--- src/rtl/tmr_cmp_unit.sv ---
module tmr_cmp_unit #(
  parameter int WIDTH = 8
) (
  input  logic             clk,
  input  logic             rst_n,
  input  logic             tick,
  input  logic             cnt_wr,
  input  logic             cmp_wr,
  input  logic             ctl_wr,
  input  logic [1:0]       wave_mode_in,
  input  logic [1:0]       out_mode_in,
  input  logic             force_cmp,
  input  logic             flag_clr,
  input  logic [WIDTH-1:0] wdata,
  output logic [WIDTH-1:0] count,
  output logic [WIDTH-1:0] cmp_rd,
  output logic             match_flag,
  output logic             wave_out
);
  localparam logic [WIDTH-1:0] MAXV = '1;
  localparam logic [1:0] M_NORM = 2'b00, M_PC = 2'b01, M_CTC = 2'b10, M_FAST = 2'b11;

  logic [1:0]       wave_mode, out_mode;
  logic [WIDTH-1:0] cnt_q, cnt_nx, cmp_act, cmp_buf;
  logic             dn_q, dn_nx, blk_q, oc_q, oc_nx, flag_q;

  wire pwm    = wave_mode[0];
  wire at_max = (cnt_q == MAXV);
  wire hit    = tick && !blk_q && !cnt_wr && (cnt_q == cmp_act);
  wire load   = tick && pwm && at_max;
  wire bottom = tick && !cnt_wr && at_max && (wave_mode == M_FAST);

  always_comb begin
    cnt_nx = cnt_q;
    dn_nx  = dn_q;
    if (cnt_wr) cnt_nx = wdata;
    else if (tick) begin
      case (wave_mode)
        M_CTC: cnt_nx = hit ? '0 : cnt_q + 1'b1;
        M_PC: begin
          if (!dn_q) begin
            if (at_max) begin dn_nx = 1'b1; cnt_nx = MAXV - 1'b1; end
            else cnt_nx = cnt_q + 1'b1;
          end else begin
            if (cnt_q == '0) begin dn_nx = 1'b0; cnt_nx = {{(WIDTH-1){1'b0}}, 1'b1}; end
            else cnt_nx = cnt_q - 1'b1;
          end
        end
        default: cnt_nx = cnt_q + 1'b1;
      endcase
    end
    if (wave_mode != M_PC) dn_nx = 1'b0;
  end

  always_comb begin
    oc_nx = oc_q;
    if (!pwm) begin
      if (hit || force_cmp)
        case (out_mode)
          2'b01:   oc_nx = ~oc_q;
          2'b10:   oc_nx = 1'b0;
          2'b11:   oc_nx = 1'b1;
          default: oc_nx = oc_q;
        endcase
    end else begin
      if (hit && out_mode[1])
        oc_nx = out_mode[0] ^ ((wave_mode == M_PC) && dn_q);
      if (bottom && out_mode[1])
        oc_nx = ~out_mode[0];
    end
  end

  always_ff @(posedge clk or negedge rst_n) begin
    if (!rst_n) begin
      wave_mode <= M_NORM;
      out_mode  <= 2'b00;
      cnt_q     <= '0;
      dn_q      <= 1'b0;
      blk_q     <= 1'b0;
      oc_q      <= 1'b0;
      flag_q    <= 1'b0;
      cmp_act   <= '0;
      cmp_buf   <= '0;
    end else begin
      if (ctl_wr) begin
        wave_mode <= wave_mode_in;
        out_mode  <= out_mode_in;
      end
      cnt_q <= cnt_nx;
      dn_q  <= dn_nx;
      oc_q  <= oc_nx;
      if (cnt_wr)    blk_q <= 1'b1;
      else if (tick) blk_q <= 1'b0;
      if (hit)           flag_q <= 1'b1;
      else if (flag_clr) flag_q <= 1'b0;
      if (cmp_wr) cmp_buf <= wdata;
      if (cmp_wr && !pwm) cmp_act <= wdata;
      else if (load)      cmp_act <= cmp_buf;
    end
  end

  assign count      = cnt_q;
  assign cmp_rd     = pwm ? cmp_buf : cmp_act;
  assign match_flag = flag_q;
  assign wave_out   = (out_mode != 2'b00) && oc_q;


  flag_set_chk: assert property (@(posedge clk) disable iff (!rst_n)
    (tick && !blk_q && !cnt_wr && cnt_q == cmp_act) |=> match_flag);

  ctc_clear_chk: assert property (@(posedge clk) disable iff (!rst_n)
    (wave_mode == M_CTC && tick && !blk_q && !cnt_wr && cnt_q == cmp_act) |=> count == '0);

  fast_wrap_chk: assert property (@(posedge clk) disable iff (!rst_n)
    (wave_mode == M_FAST && tick && !cnt_wr && at_max) |=> count == '0);

  pc_turn_chk: assert property (@(posedge clk) disable iff (!rst_n)
    (wave_mode == M_PC && tick && !cnt_wr && !dn_q && at_max) |=> (count == MAXV - 1'b1 && dn_q));

  buf_hold_chk: assert property (@(posedge clk) disable iff (!rst_n)
    (pwm && !(tick && at_max)) |=> $stable(cmp_act));

  force_side_chk: assert property (@(posedge clk) disable iff (!rst_n)
    (force_cmp && !pwm && !tick && !cnt_wr) |=> $stable(count));

  force_pwm_chk: assert property (@(posedge clk) disable iff (!rst_n)
    (force_cmp && pwm && !tick && !ctl_wr) |=> $stable(oc_q));

  block_chk: assert property (@(posedge clk) disable iff (!rst_n)
    (blk_q && tick && !match_flag) |=> !match_flag);
endmodule

--- config.mk ---
export PLATFORM = sky130hd
export DESIGN_NAME = tmr_cmp_unit
export DESIGN_NICKNAME = d
export VERILOG_FILES = /design/src/rtl/tmr_cmp_unit.sv
export SDC_FILE = /design/constraint.sdc
export NUM_CORES = 1
export LEC_CHECK = 0
export CAP_MARGIN = 20
export CORE_MARGIN = 5
export CORE_UTILIZATION = 30
export CTS_BUF_LIST = sky130_fd_sc_hd__clkbuf_16
export DETAILED_ROUTE_END_ITERATION = 8
export DONT_BUFFER_PORTS = 1
export PLACE_DENSITY = 0.4
export SYNTH_ARGS = -nofsm -noshare
export SYNTH_HDL_FRONTEND = slang
export SYNTH_SLANG_ARGS = --single-unit
--- constraint.sdc ---
create_clock -name clk -period 2.5 [get_ports clk]
set_input_delay 0.125 -clock clk [delete_from_list [all_inputs] [get_ports clk]]
set_output_delay 0.125 -clock clk [all_outputs]
set_load 0.02 [all_outputs]
== Word-level counts from Yosys, hierarchy flattened ==
Cells that the tools add are included.

* Bits in registers: 32
* Output and inout bits: 18
* Input port bits: 20
* Word-level logic and storage cells: 79

* Add/subtract/negate cells: 2
* Eq/ne operators: 11
* Mux-type cells: 26
* Bitwise operators: 3
* Reduce and logical (&&, ||, !) cells: 28

{| class="wikitable"
|+ Operators with widths
! cell !! count
|-
| $mux W8 || 9
|-
| $pmux W8 S2 || 1
|-
| $mux W1 || 15
|-
| $reduce_bool A2 Y1 || 7
|-
| $logic_and A1 B1 Y1 || 13
|-
| $add A8 B1 Y8 const B || 1
|-
| $eq A2 B2 Y1 const B || 4
|-
| $eq A8 B8 Y1 || 1
|-
| $eq A8 B8 Y1 const B || 1
|-
| $logic_not A8 Y1 || 1
|-
| $sub A8 B1 Y8 const B || 1
|-
| $reduce_and A3 Y1 || 2
|-
| $eq A2 B1 Y1 const B || 2
|-
| $ne A2 B1 Y1 const B || 2
|-
| $reduce_bool A4 Y1 || 1
|-
| $logic_not A1 Y1 || 3
|-
| $ne A3 B1 Y1 const B || 1
|-
| $pmux W1 S3 || 1
|-
| $not A1 Y1 || 2
|-
| $logic_or A1 B1 Y1 || 1
|-
| $xor A1 B1 Y1 || 1
|}

== Logic depth before layout (Yosys ltp) ==
* Word-level depth: 8
* Gate-level depth with buffers: 7
* Mapped depth without buffers: 7

== Worst setup path after synthesis ==
Ideal clock, no wire load.

* Path kind: reg2reg
* Start point: register cnt_q[5] (netlist: count[5])
* End point: register cnt_q[1] (netlist: count[1])
* Setup time: 134 ps
* Data arrival time: 1902 ps
* Path slack: 465 ps
* Data required time: 2366 ps
* Cell stages (with the launch flop): 6
* Clock period less this slack: 2035 ps
* Buffers on the path: 1
* Path through: dfrtp_1 buf_4 or4_4 or4_4 a31oi_1 o31ai_1

* Longest elaborated chain between the ends: 6
* Elaborated cells on any way between the ends: 11
* Those cells by class: 2 x eq/ne; 7 x mux; 2 x reduce/logical

{| class="wikitable"
|+ Ends and longest elaborated chain
! what !! line !! text
|-
| from (decl) || 24 || <nowiki>logic [WIDTH-1:0] cnt_q, cnt_nx, cmp_act, cmp_buf;</nowiki>
|-
| from (signal assigned) || 89 || <nowiki>cnt_q <= cnt_nx;</nowiki>
|-
| $eq A8 B8 Y1, or another cell as far along || 28 || <nowiki>wire at_max = (cnt_q == MAXV);</nowiki>
|-
| $mux W8, or another cell as far along || 42 || <nowiki>if (at_max) begin dn_nx = 1'b1; cnt_nx = MAXV - 1'b1; end</nowiki>
|-
| $mux W8, on equally long branches || 41, 39 ||
|-
| $pmux W8 S2 * || 38 || <nowiki>case (wave_mode)</nowiki>
|-
| $mux W8 * || 37 || <nowiki>else if (tick) begin</nowiki>
|-
| $mux W8 * || 36 || <nowiki>if (cnt_wr) cnt_nx = wdata;</nowiki>
|}

Mark *: on every way between the ends. The rest lies on a longest branch, timed or not. The select of a mux whose other input is x is not followed.
A chain may end at the register's enable or synchronous reset.

== Worst setup path after layout ==
* Start point: register cnt_q[0] (netlist: count[0])
* End point: register oc_q

* Longest elaborated chain between the ends: 6
* Elaborated cells on any way between the ends: 13
* Those cells by class: 3 x eq/ne; 2 x mux; 8 x reduce/logical

{| class="wikitable"
|+ Ends and longest elaborated chain
! what !! line !! text
|-
| $eq A8 B8 Y1 || 28 ||
|-
| $logic_and A1 B1 Y1 (2 in a row) || 31 || <nowiki>wire bottom = tick && !cnt_wr && at_max && (wave_mode == M_FAST);</nowiki>
|-
| $logic_and A1 B1 Y1 || 68 || <nowiki>if (bottom && out_mode[1])</nowiki>
|-
| $ne A3 B1 Y1 (no source line) / $mux W1 (equally long branches) || n/a ||
|-
| $reduce_and A3 Y1 (no source line) / $mux W1 (equally long branches) || n/a ||
|-
| to (signal assigned) || 91 || <nowiki>oc_q <= oc_nx;</nowiki>
|-
| to (decl) || 25 || <nowiki>logic dn_q, dn_nx, blk_q, oc_q, oc_nx, flag_q;</nowiki>
|}

Several ways; a longest one is shown, not always the timed one.

==> results_dict.tcl <==
set metrics [dict create \
    chipWidth_um 96.4 \
    fin_skew_ns 0.00339 \
    drc_errors 0 \
    detail-route-antenna-nets 0 \
    place_congestion 0.771 \
    synth_edf_count 0 \
    syn_to_final_growth_pct 22.8 \
    cts_made_buffers 5 \
    fin_cells 363 \
    setup_viol 0 \
    leakagePower_uw 0.00109 \
    root_buffer "clkbuf_16" \
    grt_remaining_overflow 0 \
    ys_warn_count 0 \
    stdcell_area_mm2 0.00275 \
    fin_crit_sh 0.822 \
    crit_chain "ha_1 > nand2_1 > nor3_1 > buf_4 > nand4_1 > o221ai_1 > mux2_2" \
    synth_nets 266 \
    ctsResizeCount 0 \
    drt_iter0_drc 88 \
    min_period_ns 2.05 \
    ioPinCount 38 \
    endpoint_kind "flip-flop" \
    synthTopCellsByArea "dfrtp_1, mux2_2, a21oi_1" \
    wire_per_inst_um 18.1 \
    layout-drive-gt1-share 0.193 \
    initial_core_util 0.309 \
    mostFrequentLayoutCells "dfrtp_1, nor2_1, a21oi_1" \
    avgViaCountPerCell 4.99 \
    diodes 0 \
    syn_avg_cell_area_um2 9.41 \
    antenna_found_initial 0 \
    grt_pass1_wl_um 10600 \
    netlist.area_leader.share 0.358 \
    dp_cells 337 \
    die_height_um 96.4 \
    fmax_mhz 487 \
    irDropWorstVdd_v 0.000278 \
    clk_pin_slew_worst_paths_ns 0.05 \
    relSlewSlack 0.698 \
    dieArea_mm2 0.00929 \
    grt_start_max_net_pins 33 \
    yosysUniqueCellTypes 51 \
    finalNetCount 291 \
    synth_seq_area_share 0.358 \
    grt_pass1_vias 1853 \
    worst_slew_pin_slew_ns 0.448 \
    final_core_util 0.379 \
    cts_buffer_depth 2 \
    syn_area_mm2 0.00224 \
    coreArea_mm2 0.00725 \
    place_area_mm2 0.00240 \
    num_rows 31 \
    cts_setup_buffers 0 \
    hold_ws_ns 0.00265 \
    crit_required_ns 2.66 \
    slowest_stage "mux2_2" \
    track_usage 0.154 \
    synth_top_area_cell "dfrtp_1" \
    path_max_fanout 5 \
    synthFlopType "dfrtp_1" \
    hold_class "in -> reg" \
    rsz0062_at_grt "no" \
    critPathArrivalTime_ns 2.22 \
    dpl.hpwl_um 4630 \
    cts.sinks 32 \
    worst-setup-path-type "reg -> reg" \
    p_per_area_mw_per_mm2 687 \
    synth-async-reset-ratio 1.00 \
    start_kind "flip-flop" \
    max_cap_violations 0 \
    vias 1810 \
    worst-path-buf-inv 1 \
    layout_commonest_cell "dfrtp_1" \
    synth-seq-cells 32 \
    cts_tree "yes" \
    hold_violations 0 \
    first_pass_iters 4 \
    tns_ns 0 \
    critical_path.top_delay_family "simple AND/OR/NAND/NOR gates" \
    run_status "completed" \
    finalMaxSlewViolations 0 \
    htreeDepth 2 \
    synth_cells 238 \
    slowest_delay_ns 0.36 \
    portBuffers 0 \
    clk_latency_ns 0.28 \
    wirelength_um 6570 \
]
[cell usage after synthesis, types with 4 or more instances]
cell type / count
nor3b_1: 4
xnor2_1: 6
mux2_2: 18
mux2i_1: 9
o21ai_0: 10
nand2_1: 13
buf_2: 6
inv_1: 9
nor2_1: 24
xor2_1: 12
a21oi_1: 23
nor3_1: 5
dfrtp_1: 32
nand3_1: 5
ha_1: 8
[metal layers]
| metal | GRT usage | vias to the layer above | wire length [µm] |
|---|---|---|---|
| li1 | - | 907 | - |
| met1 | 0.208 | 863 | 3100 |
| met2 | 0.244 | 34 | 3070 |
| met3 | 0.0395 | 6 | 326 |
| met4 | 0.0421 | 0 | 64 |
| met5 | 0 | - | 0 |
[sequential cells by signal (all words and copies together), names as in the netlist]
register    flops
out_mode        2
count           8
blk_q           1
oc_q            1
dn_q            1
wave_mode       2
cmp_act         8
cmp_buf         8
match_flag      1
[final cells by class]
class	instances	area, µm²
flip-flops and latches	32	801
fillers	755	4500
well taps	99	124
multi-input cells	182	1330
clock buffers	5	125
clock inverters	3	38.8
inverters	9	33.8
repair buffers	33	303
[what timing repair did]
action / in CTS / in global routing
hold endpoints to repair: 47 / 3
setup endpoints to repair: 0 / 0
hold buffers: 17 / 1
[power by group]
group / internal [µW] / total, µW / switching (µW)
Sequential: 588 / 668 / 79.9
Combinational: 224 / 527 / 303
Clock: 465 / 696 / 231
[worst paths after layout]
path	start	end	slack [ns]	depth (start not counted)
hold / removal	wdata[0]	count[0]$_DFFE_PN0P_	0.003	2
min in group asynchronous	rst_n	cmp_buf[2]$_DFFE_PN0P_	0.30	2
max in group asynchronous	rst_n	blk_q$_DFFE_PN0P_	2.02	2
setup reg to reg	count[0]$_DFFE_PN0P_	oc_q$_DFFE_PN0P_	0.45	7
hold reg to reg	blk_q$_DFFE_PN0P_	blk_q$_DFFE_PN0P_	0.48	1
setup / recovery	count[0]$_DFFE_PN0P_	oc_q$_DFFE_PN0P_	0.45	7
[cells by family (layout without fill, tap and decap cells)]
kind of cell,count (synthesis),count (layout),synth area share
adders and majority gates,8,8,0.0447
muxes,27,27,0.131
xor gates and xnor gates,18,18,0.0704
DFF,32,32,0.358
and+or+nand+nor,71,71,0.171
AOI/OAI and AO/OA,58,58,0.175
buffers and inverters,24,50,0.0503
[through the flow]
step | setup WS (ns) | total power [µW]
after detailed placement | 0.472 | 1170
after global routing | 0.296 | 2000
after floorplan | 0.465 | 1060
after CTS | 0.447 | 1910
final | 0.445 | 1890
after global placement | 0.463 | 1170
(Power assumes the default switching activity.)
